**src/rtl/optmem_pkg.sv**
```systemverilog
package optmem_pkg;
  localparam int ADDR_W    = 20;
  localparam int IO_AW     = 10;
  localparam int IO_BLK_W  = 5;
  localparam int WIN_SEL_W = 5;
  localparam int WIN_LSB   = 14;
  localparam int CFG_W     = 8;

  localparam logic [IO_BLK_W-1:0] OFF_CTRL  = 5'd1;
  localparam logic [IO_BLK_W-1:0] OFF_PAGED = 5'd3;
  localparam int BANK_BIT = 1;
  localparam int RAM_BIT  = 3;

  typedef enum logic [1:0] {
    WIN_OFF = 2'b00,
    WIN_16K = 2'b01,
    WIN_32K = 2'b10,
    WIN_64K = 2'b11
  } win_size_e;

  // Which of SA18..SA14 take part in the compare for a given size.
  function automatic logic [WIN_SEL_W-1:0] win_mask(win_size_e s);
    case (s)
      WIN_16K: return 5'b11111;
      WIN_32K: return 5'b11110;
      WIN_64K: return 5'b11100;
      default: return 5'b00000;
    endcase
  endfunction
endpackage

```
**src/rtl/optmem_io_decode.sv**
```systemverilog
module optmem_io_decode
  import optmem_pkg::*;
#(
  parameter logic [IO_AW-1:0] IO_BASE = 10'h260
) (
  input  logic [IO_AW-1:0]    io_addr,
  input  logic                aen,
  output logic                io_hit,
  output logic [IO_BLK_W-1:0] io_off
);
  localparam int TAG_W = IO_AW - IO_BLK_W;
  localparam logic [TAG_W-1:0] BASE_TAG = IO_BASE[IO_AW-1:IO_BLK_W];

  always_comb begin
    io_hit = !aen && (io_addr[IO_AW-1:IO_BLK_W] == BASE_TAG);
    io_off = io_addr[IO_BLK_W-1:0];
  end
endmodule

```
**src/rtl/optmem_cfg_regs.sv**
```systemverilog
module optmem_cfg_regs
  import optmem_pkg::*;
(
  input  logic             clk,
  input  logic             cold_rst_n,
  input  logic             warm_rst_n,
  input  logic             wr_ctrl,
  input  logic             wr_paged,
  input  logic [CFG_W-1:0] din,
  output logic [CFG_W-1:0] ctrl_q,
  output logic [CFG_W-1:0] win_q,
  output logic [CFG_W-1:0] ee_q
);
  logic bank_hi;
  assign bank_hi = ctrl_q[BANK_BIT];

  // Control and window registers: cleared by either reset.
  always_ff @(posedge clk) begin
    if (!cold_rst_n || !warm_rst_n) begin
      ctrl_q <= '0;
      win_q  <= '0;
    end else begin
      if (wr_ctrl)              ctrl_q <= din;
      if (wr_paged && !bank_hi) win_q  <= din;
    end
  end

  // Mode register: only a cold reset clears it.
  always_ff @(posedge clk) begin
    if (!cold_rst_n)
      ee_q <= '0;
    else if (warm_rst_n && wr_paged && bank_hi)
      ee_q <= din;
  end
endmodule

```
**src/rtl/optmem_mem_window.sv**
```systemverilog
module optmem_mem_window
  import optmem_pkg::*;
(
  input  logic [ADDR_W-1:0] sa,
  input  logic              aen,
  input  logic              memr_n,
  input  logic              memw_n,
  input  logic [CFG_W-1:1]  win_cfg,
  input  logic              ram_en,
  output logic              win_hit,
  output logic              ce_n
);
  win_size_e              size;
  logic [WIN_SEL_W-1:0]   mask;
  logic [WIN_SEL_W-1:0]   bit_ok;
  logic                   rd_sel;
  logic                   wr_sel;

  assign size = win_size_e'(win_cfg[CFG_W-1:CFG_W-2]);
  assign mask = win_mask(size);

  for (genvar i = 0; i < WIN_SEL_W; i++) begin : g_cmp
    assign bit_ok[i] = !mask[i] || (sa[WIN_LSB+i] == win_cfg[1+i]);
  end

  always_comb begin
    win_hit = (size != WIN_OFF) && sa[ADDR_W-1] && (&bit_ok);
    rd_sel  = !aen && !memr_n && win_hit;
    wr_sel  = !aen && !memw_n && ram_en && win_hit;
    ce_n    = !(rd_sel || wr_sel);
  end
endmodule

```
**src/rtl/optmem_window_dec.sv**
```systemverilog
module optmem_window_dec
  import optmem_pkg::*;
#(
  parameter logic [9:0] IO_BASE = 10'h260
) (
  input  logic        clk,
  input  logic        cold_rst_n,
  input  logic        warm_rst_n,
  input  logic [19:0] sa,
  input  logic        aen,
  input  logic        ior_n,
  input  logic        iow_n,
  input  logic        memr_n,
  input  logic        memw_n,
  input  logic [7:0]  din,
  output logic [7:0]  dout,
  output logic        dout_oe,
  output logic        mem_ce_n
);
  logic                io_hit;
  logic [IO_BLK_W-1:0] io_off;
  logic                wr_ctrl;
  logic                wr_paged;
  logic [CFG_W-1:0]    ctrl_q;
  logic [CFG_W-1:0]    win_q;
  logic [CFG_W-1:0]    ee_q;
  logic                ram_mode;
  logic                win_hit;
  logic [CFG_W-1:0]    rd_mux;

  optmem_io_decode #(.IO_BASE(IO_BASE)) u_io (
    .io_addr (sa[IO_AW-1:0]),
    .aen     (aen),
    .io_hit  (io_hit),
    .io_off  (io_off)
  );

  assign wr_ctrl  = io_hit && !iow_n && (io_off == OFF_CTRL);
  assign wr_paged = io_hit && !iow_n && (io_off == OFF_PAGED);

  optmem_cfg_regs u_regs (
    .clk        (clk),
    .cold_rst_n (cold_rst_n),
    .warm_rst_n (warm_rst_n),
    .wr_ctrl    (wr_ctrl),
    .wr_paged   (wr_paged),
    .din        (din),
    .ctrl_q     (ctrl_q),
    .win_q      (win_q),
    .ee_q       (ee_q)
  );

  assign ram_mode = ee_q[RAM_BIT];

  optmem_mem_window u_win (
    .sa      (sa),
    .aen     (aen),
    .memr_n  (memr_n),
    .memw_n  (memw_n),
    .win_cfg (win_q[CFG_W-1:1]),
    .ram_en  (ram_mode),
    .win_hit (win_hit),
    .ce_n    (mem_ce_n)
  );

  always_comb begin
    case (io_off)
      OFF_CTRL:  rd_mux = ctrl_q;
      OFF_PAGED: rd_mux = ctrl_q[BANK_BIT] ? ee_q : win_q;
      default:   rd_mux = '0;
    endcase
    dout_oe = io_hit && !ior_n;
    dout    = dout_oe ? rd_mux : '0;
  end
endmodule

```
**config.mk**
```make
export PLATFORM = sky130hd
export DESIGN_NAME = optmem_window_dec
export DESIGN_NICKNAME = d
export VERILOG_FILES = /design/src/rtl/optmem_pkg.sv /design/src/rtl/optmem_io_decode.sv /design/src/rtl/optmem_cfg_regs.sv /design/src/rtl/optmem_mem_window.sv /design/src/rtl/optmem_window_dec.sv
export SDC_FILE = /design/constraint.sdc
export NUM_CORES = 1
export LEC_CHECK = 0
export CAP_MARGIN = 0
export CORE_MARGIN = 2
export CORE_UTILIZATION = 44
export DETAILED_ROUTE_END_ITERATION = 8
export PLACE_DENSITY = 0.78
export REMOVE_ABC_BUFFERS = 1
export SYNTH_ARGS = -nofsm -noshare
export SYNTH_HDL_FRONTEND = slang
export SYNTH_HIERARCHICAL = 1
export SYNTH_SLANG_ARGS = --single-unit
```
**constraint.sdc**
```tcl
create_clock -name clk -period 2.5 [get_ports clk]
set_input_delay 0.75 -clock clk [delete_from_list [all_inputs] [get_ports clk]]
set_output_delay 0.75 -clock clk [all_outputs]
set_load 0.03 [all_outputs]
```
==> out/qor.yml <==
fin_worst_skew_ns: 0.00708
grt_max_degree: 17
vias_per_cell: 5.43
fin_setup_tns_ns: -1.51
p_sw_w: 0.000150
pin_count: 46
cts.sinks: 24
setup_violations: 9
drc_errors: 0
grt-ovfl-total: 0
wl_per_cell_um: 15.7
preCtsSetupSlack_ns: -0.991
fin_crit_sh: 1.10
hold_start: "u_regs/ee_q[0]"
finalCriticalPeriod_ns: 2.76
core.rowCount: 19
max-cap-violations: 0
path_cells: "buf_6 -> xor2_1 -> a221o_1 -> or4b_1 -> buf_6"
fmax_mhz: 362
dr.first_iter.drc_count: 32
grt_first_pass_wirelength_mm: 5.79
area_growth_syn_to_layout_pct: 52.3
critical_path.top_delay_family: "simple AND/OR/NAND/NOR gates"
grt_setup_unrepaired: "yes"
p_leak_nw: 0.838
ctsHoldBuffers: 0
synth_area_per_cell_um2: 9.01
clock_latency_ns: 0.31
timing.critical_path.mode_cell: "buf_6"
hold_path.class: "reg2reg"
vias: 1249
critPathArrivalTime_ns: 2.01
r2r-end: "u_regs/win_q[6]"
core_mm2: 0.00278
hold_violations: 0
start_util: 0.470
combPwrFrac: 0.119
max-vdd-ir-drop_uv: 545
drt_pre_antenna_iters: 4
clkPwrFrac: 0.368
grt_pass1_vias: 1262
routabilityCongestion: 0.813
antenna_found_initial: 0
die_w_um: 58.5
port_buffers: 41
cp.buffers_inverters: 2
hpwl_mm: 2.63
layout.nets: 239
tightest_slew_ns: 0.446
holdWs_ns: 0.471
worst_slack_ns: -0.259
critPathMaxFanout: 1
crit_path_end_kind: "output pin"
clock_path_buffers: 2
r2r.worst_path.cells: 5
r2r_start: "u_regs/ctrl_q[1]"
drive_above_1_share: 0.327
syn_inst: 145
internal_power_w: 0.000596
diodes: 0
grt_use_total: 0.223
yosys_warnings: 6
ff2ff_setup_slack_ns: 1.07
die_area_mm2: 0.00342
hold_path_end: "u_regs/ee_q[0]"
seq_power_share: 0.512
cts.clk_slew.worst_paths_ns: 0.12
slew_violations: 0
timing.setup.critical_path_class: "in2out"
netlist_area_mm2: 0.00131
sw_frac_of_total: 0.202
violations: "setup timing"
wirelength_mm: 3.60
cp_slowest_stage_delay_ns: 0.53
ant_nets: 0
slew_headroom: 0.702
crit_slowest_cell: "or4b_1"
cts_buffers: 3
htreeDepth: 1
die_y_um: 58.5
hold_depth: 2
cts_tree: "yes"
status: "finished, violations left"
worstSetupStartpointType: "primary input"
cp.required_ns: 1.75
p_per_area_mw_per_mm2: 375
clock-root-buffer: "clkbuf_4"
[area by class of cell]
type	instances	area [um2]
timing repair buffer	64	588
clock inverter	1	30.0
fill	222	792
clock buffer	3	22.5
multi-input combinational	103	810
tap	31	38.8
sequential	24	483
inverter	4	17.5
[cell usage in the layout, fill, tap and decap left out, types with 3 or more instances in the layout]
cell type	count
clkbuf_4	3
nand3_1	8
nor2_1	20
dlygate4sd2_1	10
clkdlybuf4s50_1	13
o211ai_1	3
buf_6	10
nand2_1	8
buf_2	3
a211oi_2	4
buf_4	24
o21ai_1	8
a21oi_1	3
dfxtp_1	22
mux2i_1	23
[routing by layer]
layer / up-vias / part of all wire / GRT usage
met3: 4 / 0.066 / 0.0374
met4: 0 / 0.011 / 0.0731
met1: 586 / 0.41 / 0.273
met5: - / 0 / 0
met2: 50 / 0.51 / 0.395
li1: 609 / - / -
[flip-flops by register name, summed over array words and instances (netlist names)]
register / flops
u_regs/ee_q: 8
u_regs/win_q: 8
u_regs/ctrl_q: 8
[tightest hold or removal path, cell delays in order (launching register included)]
cell and delay, ns:
dfxtp_1 0.33, nand3_1 0.06, o21ai_1 0.05
[worst max path at each step]
stage | from | end | slack [ns] | cells past startpoint
final | sa[15] | mem_ce_n | -0.26 | 5
after detailed placement | sa[15] | mem_ce_n | -0.99 | 5
after floorplan | aen | dout[0] | -0.56 | 5
after CTS | u_regs/win_q[7] | mem_ce_n | -0.23 | 5
after global routing | aen | dout[5] | -0.29 | 8
after global placement | sa[15] | mem_ce_n | -0.95 | 5
[power groups by stage]
stage               clock network [W]  logic (W)  registers, W
floorplan                           0  0.0000160      0.000391
global placement                    0  0.0000856      0.000391
detailed placement                  0  0.0000884      0.000391
CTS                          0.000284  0.0000846      0.000382
global route                 0.000302  0.0000944      0.000383
finish                       0.000275  0.0000889      0.000382
[timing repair]
| action | CTS | global route |
|---|---|---|
| pin swaps | 10 | 4 |
| gates resized for setup | 57 | 13 |
| setup endpoints to repair | 10 | 10 |
| cloned | 0 | 0 |
| setup buffers | 3 | 3 |
[metrics by stage]
stage	cell area [um2]	util	instances	total power, W
final	1990	0.715	230	0.000746
after global routing	1990	0.715	230	0.000779
after CTS	1920	0.691	228	0.000751
after detailed placement	1800	0.649	221	0.000479
after global placement	1800	0.649	221	0.000476
after floorplan	1220	-	131	0.000407
Note: power is estimated with default switching activity, not from simulation.
